===== src/rtl/rxr_pkg.sv =====
package rxr_pkg;
    localparam int LEN_W = 16;

    typedef enum logic [2:0] {
        ST_IDLE,
        ST_PAYLOAD,
        ST_PAD,
        ST_HEADER,
        ST_COMMIT,
        ST_DISCARD
    } rxr_state_e;

    localparam logic [7:0] STAT_GOOD  = 8'h01;
    localparam logic [7:0] STAT_GROUP = 8'h20;
endpackage


===== src/rtl/rxr_space.sv =====
module rxr_space #(
    parameter int PG_W      = 8,
    parameter int MAX_FRAME = 1514
) (
    input  logic [PG_W-1:0] start_pg,
    input  logic [PG_W-1:0] stop_pg,
    input  logic [PG_W-1:0] bnd_pg,
    input  logic [PG_W-1:0] cur_pg,
    output logic            full
);
    localparam logic [31:0] NEED_BYTES = 32'(MAX_FRAME + 4);

    logic [PG_W:0] ring_pg;
    logic [PG_W:0] free_pg;

    always_comb begin
        ring_pg = {1'b0, stop_pg} - {1'b0, start_pg};
        if (cur_pg < bnd_pg)
            free_pg = {1'b0, bnd_pg} - {1'b0, cur_pg};
        else
            free_pg = ring_pg - ({1'b0, cur_pg} - {1'b0, bnd_pg});
        full = 32'({free_pg, 8'h00}) < NEED_BYTES;
    end
endmodule


===== src/rtl/rxr_link.sv =====
module rxr_link #(
    parameter int PG_W = 8
) (
    input  logic [PG_W-1:0] cur_pg,
    input  logic [PG_W-1:0] start_pg,
    input  logic [PG_W-1:0] stop_pg,
    input  logic [15:0]     total_len,
    output logic [PG_W-1:0] next_pg
);
    localparam int RW = PG_W + 10;

    logic [8:0]    span;
    logic [RW-1:0] raw;
    logic [RW-1:0] ring;

    always_comb begin
        span    = 9'(({1'b0, total_len} + 17'd259) >> 8);
        raw     = RW'(cur_pg) + RW'(span);
        ring    = RW'(stop_pg) - RW'(start_pg);
        next_pg = PG_W'((raw >= RW'(stop_pg)) ? (raw - ring) : raw);
    end
endmodule


===== src/rtl/rxr_step.sv =====
module rxr_step #(
    parameter int ADDR_W = 16
) (
    input  logic [ADDR_W-1:0] addr,
    input  logic [ADDR_W-9:0] start_pg,
    input  logic [ADDR_W-9:0] stop_pg,
    output logic [ADDR_W-1:0] addr_next
);
    logic [ADDR_W-1:0] inc;

    always_comb begin
        inc = addr + ADDR_W'(1);
        if (inc == {stop_pg, 8'h00})
            addr_next = {start_pg, 8'h00};
        else
            addr_next = inc;
    end
endmodule


===== src/rtl/rx_ring_writer.sv =====
module rx_ring_writer
    import rxr_pkg::*;
#(
    parameter int ADDR_W    = 16,
    parameter int MAX_FRAME = 1514,
    parameter int MIN_FRAME = 60
) (
    input  logic              clk,
    input  logic              rst_n,
    input  logic              halt,
    input  logic [ADDR_W-9:0] start_pg,
    input  logic [ADDR_W-9:0] stop_pg,
    input  logic [ADDR_W-9:0] bnd_pg,
    input  logic              cur_wr,
    input  logic [ADDR_W-9:0] cur_wdata,
    input  logic              in_valid,
    input  logic              in_sof,
    input  logic              in_eof,
    input  logic [7:0]        in_data,
    input  logic              irq_clr,
    output logic              mem_we,
    output logic [ADDR_W-1:0] mem_addr,
    output logic [7:0]        mem_wdata,
    output logic [ADDR_W-9:0] cur_pg,
    output logic              ring_full,
    output logic              busy,
    output logic              rx_irq
);
    localparam int PG_W = ADDR_W - 8;
    localparam logic [LEN_W-1:0] MIN_L = LEN_W'(MIN_FRAME);
    localparam logic [LEN_W-1:0] ONE_L = LEN_W'(1);

    rxr_state_e        state, nxt_state;
    logic [ADDR_W-1:0] wptr_q;
    logic [LEN_W-1:0]  len_q;
    logic [LEN_W-1:0]  len_inc;
    logic [LEN_W-1:0]  total_len;
    logic [1:0]        hdr_idx;
    logic [7:0]        status_q;
    logic [7:0]        hdr_byte;
    logic [PG_W-1:0]   next_pg;
    logic [ADDR_W-1:0] base_addr;
    logic [ADDR_W-1:0] first_addr;
    logic [ADDR_W-1:0] first_next;
    logic [ADDR_W-1:0] run_next;
    logic              start_beat;
    logic              accept;

    assign base_addr  = {cur_pg, 8'h00};
    assign first_addr = base_addr + ADDR_W'(4);
    assign len_inc    = len_q + ONE_L;
    assign total_len  = len_q + LEN_W'(4);
    assign start_beat = in_valid && in_sof;
    assign accept     = start_beat && !halt && !ring_full && !cur_wr;

    rxr_space #(.PG_W(PG_W), .MAX_FRAME(MAX_FRAME)) u_space (
        .start_pg (start_pg),
        .stop_pg  (stop_pg),
        .bnd_pg   (bnd_pg),
        .cur_pg   (cur_pg),
        .full     (ring_full)
    );

    rxr_link #(.PG_W(PG_W)) u_link (
        .cur_pg    (cur_pg),
        .start_pg  (start_pg),
        .stop_pg   (stop_pg),
        .total_len (total_len),
        .next_pg   (next_pg)
    );

    rxr_step #(.ADDR_W(ADDR_W)) u_step_first (
        .addr      (first_addr),
        .start_pg  (start_pg),
        .stop_pg   (stop_pg),
        .addr_next (first_next)
    );

    rxr_step #(.ADDR_W(ADDR_W)) u_step_run (
        .addr      (wptr_q),
        .start_pg  (start_pg),
        .stop_pg   (stop_pg),
        .addr_next (run_next)
    );

    // state register
    always_ff @(posedge clk or negedge rst_n) begin
        if (!rst_n) state <= ST_IDLE;
        else        state <= nxt_state;
    end

    // transitions
    always_comb begin
        nxt_state = state;
        unique case (state)
            ST_IDLE: begin
                if (start_beat) begin
                    if (accept) begin
                        if (!in_eof)           nxt_state = ST_PAYLOAD;
                        else if (ONE_L < MIN_L) nxt_state = ST_PAD;
                        else                   nxt_state = ST_HEADER;
                    end else if (!in_eof) begin
                        nxt_state = ST_DISCARD;
                    end
                end
            end
            ST_PAYLOAD: begin
                if (in_valid && in_eof)
                    nxt_state = (len_inc < MIN_L) ? ST_PAD : ST_HEADER;
            end
            ST_PAD: begin
                if (len_inc >= MIN_L) nxt_state = ST_HEADER;
            end
            ST_HEADER: begin
                if (hdr_idx == 2'd3) nxt_state = ST_COMMIT;
            end
            ST_COMMIT:  nxt_state = ST_IDLE;
            ST_DISCARD: begin
                if (in_valid && in_eof) nxt_state = ST_IDLE;
            end
            default: nxt_state = ST_IDLE;
        endcase
    end

    // outputs decoded from state
    always_comb begin
        busy = (state == ST_PAYLOAD) || (state == ST_PAD) ||
               (state == ST_HEADER)  || (state == ST_COMMIT);
        unique case (hdr_idx)
            2'd0: hdr_byte = status_q;
            2'd1: hdr_byte = 8'(next_pg);
            2'd2: hdr_byte = total_len[7:0];
            2'd3: hdr_byte = total_len[15:8];
            default: hdr_byte = 8'h00;
        endcase
    end

    // datapath and registered outputs
    always_ff @(posedge clk or negedge rst_n) begin
        if (!rst_n) begin
            mem_we    <= 1'b0;
            mem_addr  <= '0;
            mem_wdata <= '0;
            wptr_q    <= '0;
            len_q     <= '0;
            hdr_idx   <= '0;
            status_q  <= '0;
            cur_pg    <= '0;
            rx_irq    <= 1'b0;
        end else begin
            mem_we <= 1'b0;
            if (cur_wr && !busy)
                cur_pg <= cur_wdata;
            if (state == ST_COMMIT)
                rx_irq <= 1'b1;
            else if (irq_clr)
                rx_irq <= 1'b0;
            unique case (state)
                ST_IDLE: begin
                    if (accept) begin
                        mem_we    <= 1'b1;
                        mem_addr  <= first_addr;
                        mem_wdata <= in_data;
                        wptr_q    <= first_next;
                        len_q     <= ONE_L;
                        hdr_idx   <= 2'd0;
                        status_q  <= STAT_GOOD | (in_data[0] ? STAT_GROUP : 8'h00);
                    end
                end
                ST_PAYLOAD: begin
                    if (in_valid) begin
                        mem_we    <= 1'b1;
                        mem_addr  <= wptr_q;
                        mem_wdata <= in_data;
                        wptr_q    <= run_next;
                        len_q     <= len_inc;
                    end
                end
                ST_PAD: begin
                    mem_we    <= 1'b1;
                    mem_addr  <= wptr_q;
                    mem_wdata <= 8'h00;
                    wptr_q    <= run_next;
                    len_q     <= len_inc;
                end
                ST_HEADER: begin
                    mem_we    <= 1'b1;
                    mem_addr  <= base_addr + ADDR_W'(hdr_idx);
                    mem_wdata <= hdr_byte;
                    hdr_idx   <= hdr_idx + 2'd1;
                end
                ST_COMMIT: begin
                    cur_pg <= next_pg;
                end
                ST_DISCARD: begin
                end
                default: begin
                end
            endcase
        end
    end
endmodule


===== config.mk =====
export PLATFORM = sky130hd
export DESIGN_NAME = rx_ring_writer
export DESIGN_NICKNAME = d
export VERILOG_FILES = /design/src/rtl/rxr_pkg.sv /design/src/rtl/rxr_space.sv /design/src/rtl/rxr_link.sv /design/src/rtl/rxr_step.sv /design/src/rtl/rx_ring_writer.sv
export SDC_FILE = /design/constraint.sdc
export NUM_CORES = 1
export LEC_CHECK = 0
export BUFFER_PORTS_ARGS = -buffer_cell sky130_fd_sc_hd__buf_2
export CORE_UTILIZATION = 61
export CTS_CLUSTER_SIZE = 20
export DETAILED_ROUTE_END_ITERATION = 7
export PLACE_DENSITY = 0.9
export SKIP_LAST_GASP = 1
export SLEW_MARGIN = 25
export SYNTH_ARGS = -nofsm -noshare
export SYNTH_HDL_FRONTEND = slang
export SYNTH_SLANG_ARGS = --single-unit

===== constraint.sdc =====
create_clock -name clk -period 16.4 [get_ports clk]
set_clock_uncertainty 0.1 [all_clocks]
set_input_delay 0 -clock clk [delete_from_list [all_inputs] [get_ports clk]]
set_output_delay 0 -clock clk [all_outputs]
set_load 0.05 [all_outputs]

* Word level (Yosys, flattened, before mapping)
Cells that the tools add are included.
** Storage, ports and cells
- Latch bits :: 0
- RAM bits :: 0
- Register bits :: 79
- Bits of input ports :: 48
- Memories kept :: 0
- Output and inout bits :: 36
- Bits in read-only memories :: 0
- Word-level logic and storage cells :: 111
** Operators by class
- Add/sub/neg operators :: 15
- Eq/ne operators :: 18
- Multiplexer cells :: 37
- Reduce and logical (&&, ||, !) cells :: 26
- Div/mod/pow operators :: 0
- Multiply operators :: 0
- Magnitude comparators :: 5
- Shift-type cells :: 0
- Bitwise operators :: 0
** Operators by type and width (number)
- $mux 16 :: 8
- $pmux 16 s3 :: 2
- $pmux 16 s4 :: 1
- $pmux 8 s4 :: 2
- $add 16x1->16 const B :: 3
- $mux 8 :: 5
- $add 16x3->16 const B :: 2
- $eq 16x16->1 :: 2
- $sub 8x8->9 :: 3
- $mux 3 :: 7
- $add 16x9->17 const B :: 1
- $lt 17x11->1 const B :: 1
- $add 16x2->16 :: 1
- $ge 16x6->1 const B :: 1
- $lt 16x6->1 const B :: 1
- $sub 8x8->8 :: 2
- $pmux 3 s5 :: 1
- $ne 2x2->1 const B :: 7
- $add 8x9->10 :: 1
- $ge 10x8->1 :: 1
- $mux 9 :: 1
- $sub 9x9->9 :: 1
- $lt 8x8->1 :: 1
- $eq 3x2->1 const B :: 2
- 23 further kinds :: 44

* Longest topological paths before layout
Gate-level depths: netlist of the first run.
- Depth in word-level cells :: 10
- Gate-level depth with buffers :: 26
- Gate-level depth less buffers :: 25

* By module
Synthesis of the first run repeated with hierarchy kept, for this count alone.
** Unflattened totals
- Cell total of the unflattened synthesis :: 955
- Area, all modules :: 8134.1 um^2
** Modules (own cells, without submodules)
- rx_ring_writer :: seq. area each 1826.8 um^2, instances 1, area each 4111.4 um^2, cells each 445
- rxr_step :: seq. area each 0.0 um^2, instances 2, area each 738.2 um^2, cells each 90
- rxr_link :: seq. area each 0.0 um^2, instances 1, area each 1332.5 um^2, cells each 180
- rxr_space :: seq. area each 0.0 um^2, instances 1, area each 1213.7 um^2, cells each 150

* Least setup slack after synthesis of the first run
Ideal clock, no wire load.
- Path kind :: register to register
- Start point :: register len_q[3]
- End point :: register mem_wdata[7]
- Arrival :: 5114 ps
- Clock period less this slack :: 5280 ps
- Cell stages (with the launch flop) :: 24
- Setup time :: 67 ps
- Buffers on the path :: 0
- Slack :: 11120 ps
- Required time :: 16233 ps
- Cells stage by stage :: dfrtp_1 -> ha_1 -> and4_1 -> nand2_1 -> xnor2_2 -> o21bai_1 -> xor2_1 -> inv_1 -> fa_1 -> nand3b_1 -> a21boi_0 -> o21a_1 -> nor2_1 -> xnor2_1 -> inv_1 -> fa_1 -> inv_1 -> ha_1 -> o41ai_1 -> xnor2_1 -> inv_1 -> or4b_1 -> a31oi_1 -> mux2_2
** Between the ends
- Longest elaborated chain between the ends :: 7
- Elaborated cells between the ends (all ways) :: 8
- Those cells by class :: add/sub (4); order compare (1); mux (3)
** RTL lines
- start, declared :: RTL line rx_ring_writer.sv:35 : logic [LEN_W-1:0] len_q;
- start signal, assigned :: RTL line rx_ring_writer.sv:176 : len_q <= len_inc;
- start signal, assigned :: RTL line rx_ring_writer.sv:184 : len_q <= len_inc;
- $add 16x3->16 (*) :: RTL line rx_ring_writer.sv:52 : assign total_len = len_q + LEN_W'(4);
- $add 16x9->17 :: RTL line rxr_link.sv:17 : span = 9'(({1'b0, total_len} + 17'd259) >> 8);
- $add 8x9->10 :: RTL line rxr_link.sv:18 : raw = RW'(cur_pg) + RW'(span);
- $sub 8x8->8 / $ge 10x8->1 (equally long branches) :: RTL line rxr_link.sv:20 : next_pg = PG_W'((raw >= RW'(stop_pg)) ? (raw - ring) : raw);
- $mux 8 :: RTL line rxr_link.sv:20
- $pmux 8 s4 (*) :: RTL line rx_ring_writer.sv:129 : unique case (hdr_idx)
- $pmux 8 s4 (*) :: RTL line rx_ring_writer.sv:158 : unique case (state)
- end signal, assigned :: RTL line rx_ring_writer.sv:163 : mem_wdata <= in_data;
- end signal, assigned :: RTL line rx_ring_writer.sv:174 : mem_wdata <= in_data;
- end signal, assigned :: RTL line rx_ring_writer.sv:189 : mem_wdata <= hdr_byte;
- end, declared :: RTL line rx_ring_writer.sv:23 : output logic [7:0] mem_wdata,
Every way passes the cells marked *; elsewhere a longest branch is shown, timed or not.
A chain may end at the register's enable or synchronous reset.

* Worst setup path in the final report of the first run
- Start point :: register len_q[2]
- End point :: register mem_wdata[1]
Same word-level chain as after synthesis.

==> results.ini, run 1 <==
[status]
status=complete, but fails checks
failed_checks=negative hold slack

[global_route]
grt_overflow=0
grt_pass1_vias=6399
antenna_found_initial=0
track_usage_pct=34.3
grt_pass1_wl_um=31100
grt_max_degree=74

[synthesis]
ys_top_cells_by_area=dfrtp_1 (26%), ha_1 (8.7%), fa_1 (7.0%)
synth_area_um2=7160
avgSynthCellArea_um2=8.67
netlist.area_leader.share_pct=25.5
synthFlopType=dfrtp_1
synth_nets=948
ys_warn_count=0
yosys-top-cells-count=dfrtp_1 (73), inv_1 (73), nand2_1 (69)
synth_top_cell_by_area=dfrtp_1
synthCells=825
async_flop_share_pct=100
yosysUniqueCellTypes=80
synth_seq_cells=73
ys_seq_area_share_pct=25.5
synth-edff-count=0

[timing]
finalSetupTns_ns=0
fmax_mhz=152
worstMarginPinSlew_ns=1.02
hold_ws_ns=-0.0278
hold_viol_final=19
min_period_ns=6.57
slew_violations=0
max_slew_margin_pct=31.7
setup_viol=0
post-route-period-util_pct=40.1
rsz0062_at_grt=false

[place]
place.gp.congestion=0.977
placed_area_um2=7610
port_buffers=83
hpwl_um=14700

[cts]
clkLatencyLatePin_ns=0.35
hold_buffers=19
clock_sinks=73
cts_max_level=3
cts_resized=0
cts_root_buf=clkbuf_16
tritoncts=yes
clockBufferDepth=2
clk_pin_slew_worst_paths_ns=0.06
post_cts_buffers=0
cts_inserted_buffers=9

[detailed_routing]
viasPerCell=6.36
dr.first_iter.drc_count=532
drc=0
num_vias=6687
ant_nets=0
wirelength_um=20200
drt_pass1_iterations=6
avgRoutedWirePerCell_um=19.2

[die]
die_w_um=110
core.rowCount=39
start_util_pct=62.7
fp.dieH_um=110
ios=84
core_um2=11400
dieArea_um2=12200

[worst_hold_path]
hp-class=in -> async

[cells_and_area]
drive_gt1_share_pct=15.4
nNetsFinal=1028
n_antenna_cell=0
utilization_pct=71.5
final_cell_area_um2=8170
syn2layout_area_growth_pct=14.1

[setup_path]
crit_arrival_ns=6.71
crit_path_start_kind=register
worstPathMaxFanout=13
crit_type=reg -> reg
cp.required_ns=16.53
end_kind=register

[run]
cap_viol_max_count=0

[power]
ir_drop_mv=0.200
p_leak_nw=3.73
cellPowerDensity_nw_per_um2=221

## routing by layer
metal	GRT usage [%]	routed length [um]	part of all wire [%]	vias to the layer above
li1	-	-	-	3093
met1	40.9	7740	38	3134
met2	58.3	9740	48	379
met3	6.76	1820	9.0	81
met4	18.4	935	4.6	0
met5	0	0	0	-
## final cells by class
class,instances,area [um2]
Clock buffer,9,225
Clock inverter,6,91.3
Fill cell,834,3250
Inverter,74,278
Multi-Input combinational cell,639,4870
Sequential cell,73,1830
Tap cell,143,179
Timing Repair Buffer,108,693
## critical path, stage by stage, from the launching register on
cell	delay, ns
dfrtp_1	0.56
ha_1	0.40
and4_1	0.30
nand2_1	0.11
xnor2_2	0.29
o21bai_1	0.23
xor2_1	0.23
ha_1	0.26
a21o_1	0.20
a211o_1	0.29
a21oi_1	0.29
o21bai_1	0.10
a21oi_1	0.19
xnor2_1	0.28
ha_1	0.34
a211oi_1	0.23
o31a_1	0.24
nand4_1	0.12
o31ai_2	0.83
mux2i_1	0.38
o22ai_1	0.14
a311o_1	0.32
## final timing paths
check / cells after the start / end / slack, ns / start
max in group asynchronous: 3 / len_q[15] / 15.65 / rst_n
hold reg to reg: 2 / status_q[0] / 0.38 / status_q[0]
setup / recovery: 21 / mem_wdata[1] / 9.83 / len_q[2]
min in group clk: 4 / wptr_q[13] / 0.02 / start_pg[5]
hold / removal: 2 / mem_addr[13] / -0.03 / rst_n
setup reg to reg: 21 / mem_wdata[1] / 9.83 / len_q[2]
## cells in the final DEF (no fill, tap or decap), types with 12 or more instances in the layout
cell type,Yosys,layout
dlygate4sd3_1,0,19
a21o_1,15,15
dfrtp_1,73,73
nand2_1,69,69
xnor2_1,42,42
nand4_1,12,12
ha_1,50,50
o21ai_1,12,12
xor2_1,13,13
mux2i_1,35,35
nor3_1,12,12
o21ai_0,50,50
inv_1,73,73
nand3_1,24,24
mux2_2,15,15
a21oi_1,46,45
buf_2,12,82
nor2_1,56,56
fa_1,25,25
## sequential cells by signal, summed over array words and instances, names as in the netlist
signal     flops
cur_pg         8
status_q       2
mem_wdata      8
state          3
len_q         16
mem_addr      16
rx_irq         1
mem_we         1
wptr_q        16
hdr_idx        2
## per-stage QoR
step | instances | setup WS (ns) | power [mW]
after floorplan | 825 | 11.12 | 1.25
after global placement | 1016 | 10.36 | 1.50
after detailed placement | 1016 | 9.98 | 1.54
after CTS | 1050 | 9.94 | 1.77
after global routing | 1052 | 9.47 | 1.93
final | 1052 | 9.83 | 1.81
## cells by family (layout without fill, tap and decap cells)
| logic type | after synthesis | in the layout | share of synthesized area [%] |
|---|---|---|---|
| xor gates and xnor gates | 58 | 58 | 7.50 |
| and+or+nand+nor | 237 | 237 | 17.0 |
| adders and majority gates | 75 | 75 | 15.7 |
| AOI/OAI and AO/OA | 217 | 217 | 20.1 |
| buffers and inverters | 113 | 197 | 6.50 |
| muxes | 52 | 52 | 7.57 |
| DFF | 73 | 73 | 25.5 |
## power breakdown
group	total [mW]	internal, mW	leakage, nW	switching (mW)
Combinational	1.24	0.478	2.67	0.757
Clock	0.215	0.133	0.144	0.0818
Sequential	0.356	0.247	0.920	0.109
(Power assumes the default switching activity.)
==> run 2, diff against run 1 <==
Settings changed: CORE_UTILIZATION 61 to 55, PLACE_DENSITY 0.9 to 0.86.
Clock period 16.4 ns to 6 ns, I/O delays scaled along.
==> results.ini, run 2 (synthesis gave the netlist of run 1 again) <==
[status]
status=completed  ; was complete, but fails checks

[setup_path]
crit_path_start_kind=register  ; unchanged
worstPathMaxFanout=11  ; was 13
crit_arrival_ns=5.83  ; was 6.71 ns
end_kind=register  ; unchanged
cp.required_ns=6.12  ; was 16.53 ns
crit_type=reg -> reg  ; unchanged

[die]
core.rowCount=41  ; was 39
dieArea_um2=13500  ; was 12200 um2
ios=84  ; unchanged
core_um2=12700  ; was 11400 um2
fp.dieH_um=116  ; was 110 um
die_w_um=116  ; was 110 um
start_util_pct=56.5  ; was 62.7%

[global_route]
antenna_found_initial=0  ; unchanged
grt_pass1_vias=6355  ; was 6399
grt_pass1_wl_um=31300  ; was 31100 um
grt_overflow=0  ; unchanged
grt_max_degree=74  ; unchanged
track_usage_pct=30.4  ; was 34.3%

[timing]
post-route-period-util_pct=95.2  ; was 40.1%
hold_ws_ns=0.0301  ; was -0.0278 ns
fmax_mhz=175  ; was 152 MHz
hold_viol_final=0  ; was 19
finalSetupTns_ns=0  ; unchanged
min_period_ns=5.71  ; was 6.57 ns
setup_viol=0  ; unchanged
slew_violations=0  ; unchanged
worstMarginPinSlew_ns=0.966  ; was 1.02 ns
max_slew_margin_pct=35.2  ; was 31.7%

[power]
swShare_pct=52.3  ; was 52.5%
p_total_mw=4.87  ; was 1.81 mW
power.internal_mw=2.32  ; was 0.858 mW
cellPowerDensity_nw_per_um2=591  ; was 221 nW/um2
ir_drop_mv=0.226  ; was 0.200 mV
switching_power_mw=2.54  ; was 0.948 mW
p_clk_share_pct=11.4  ; was 11.9%
p_leak_nw=3.76  ; was 3.73 nW
combPwrFrac_pct=69.1  ; was 68.4%
seqPwrFrac_pct=19.5  ; was 19.7%

[cts]
cts_inserted_buffers=9  ; unchanged
clk_pin_slew_worst_paths_ns=0.07  ; was 0.06 ns
clockBufferDepth=2  ; unchanged
tritoncts=yes  ; unchanged
clock_sinks=73  ; unchanged
cts_max_level=3  ; unchanged
clkLatencyLatePin_ns=0.34  ; was 0.35 ns
cts_root_buf=clkbuf_16  ; unchanged

[cells_and_area]
final_cell_mix=buf_2 (82), inv_1 (73), dfrtp_1 (72)  ; was buf_2 (82), inv_1 (73), dfrtp_1 (73)
nNetsFinal=1034  ; was 1028
utilization_pct=65.0  ; was 71.5%
final_cell_area_um2=8230  ; was 8170 um2
fill_cells=1045  ; was 834
syn2layout_area_growth_pct=15.1  ; was 14.1%
n_antenna_cell=0  ; unchanged
drive_gt1_share_pct=16.3  ; was 15.4%
reg_top3=len_q (16), mem_addr (16), wptr_q (16)  ; unchanged
final_common_cell=buf_2  ; unchanged

[detailed_routing]
drc=0  ; unchanged
drt_pass1_iterations=6  ; unchanged
viasPerCell=6.08  ; was 6.36
dr.first_iter.drc_count=541  ; was 532
avgRoutedWirePerCell_um=17.8  ; was 19.2 um
ant_nets=0  ; unchanged
num_vias=6615  ; was 6687
wirelength_um=19400  ; was 20200 um

[run]
cap_viol_max_count=0  ; unchanged

[worst_hold_path]
hp-class=in -> reg  ; was in -> async

[place]
place.gp.congestion=1.00  ; was 0.977
hpwl_um=14600  ; was 14700 um
port_buffers=83  ; unchanged
placed_area_um2=7680  ; was 7610 um2

[run 2: timing repair]
item,4_1_cts,5_1_grt
setup endpoints to repair,0,12
hold endpoints to repair,93,0
hold buffers,20,0
resized for setup,0,3
setup buffers,0,1
[run 2: final timing paths]
kind,start,slack (ns),end,depth (start not counted)
setup / recovery,len_q[3],0.29,mem_wdata[1],22
hold / removal,in_valid,0.03,state[0],4
setup reg to reg,len_q[3],0.29,mem_wdata[1],22
hold reg to reg,status_q[0],0.38,status_q[0],2
max in group asynchronous,rst_n,5.15,len_q[3],2
min in group asynchronous,rst_n,0.14,mem_addr[12],2
[run 2: final cells by class]
| type | count | area (um2) | share of cell area (%) |
|---|---|---|---|
| clock inverter | 6 | 65.1 | 0.790 |
| inverter | 74 | 278 | 3.37 |
| timing repair buffer | 114 | 724 | 8.80 |
| clock buffer | 10 | 239 | 2.90 |
| multi-input combinational | 639 | 4880 | 59.3 |
| tap | 172 | 215 | 2.61 |
| sequential | 73 | 1830 | 22.2 |
[run 2: per-layer routing]
layer	global-route usage (%)	vias to the layer above	wire length (um)
li1	-	3096	-
met1	39.0	3167	7950
met3	5.81	66	1460
met5	0	-	0
met4	15.3	0	927
met2	49.2	286	9020
[run 2: power groups by stage]
stage	Clock (mW)	Sequential, mW	Combinational, mW
final	0.553	0.950	3.36
after detailed placement	0	0.947	3.25
after global placement	0	0.936	3.17
after global routing	0.579	0.972	3.70
after floorplan	0	1.18	2.25
after CTS	0.557	0.941	3.29
[run 2: critical path: stages, from the launching register on]
cell and delay, ns:
dfrtp_2 0.45, ha_2 0.29, and4_1 0.27, nand2_1 0.10, xnor2_2 0.30, o21bai_1 0.20, xor2_1 0.22, ha_1 0.26
a21o_1 0.19, a211o_1 0.28, a21oi_1 0.27, o21bai_1 0.11, a21oi_1 0.18, xnor2_1 0.25, ha_1 0.33, a211oi_1 0.22
o31a_1 0.23, nand4_1 0.12, o31ai_2 0.22, buf_4 0.24, mux2i_1 0.28, o22ai_1 0.13, a311o_1 0.32
[run 2: through the flow]
step / setup slack [ns] / instances
after floorplan: 0.720 / 825
after global placement: 0.312 / 1050
after detailed placement: 0.147 / 1050
after CTS: 0.132 / 1086
after global routing: -0.0121 / 1088
final: 0.287 / 1088
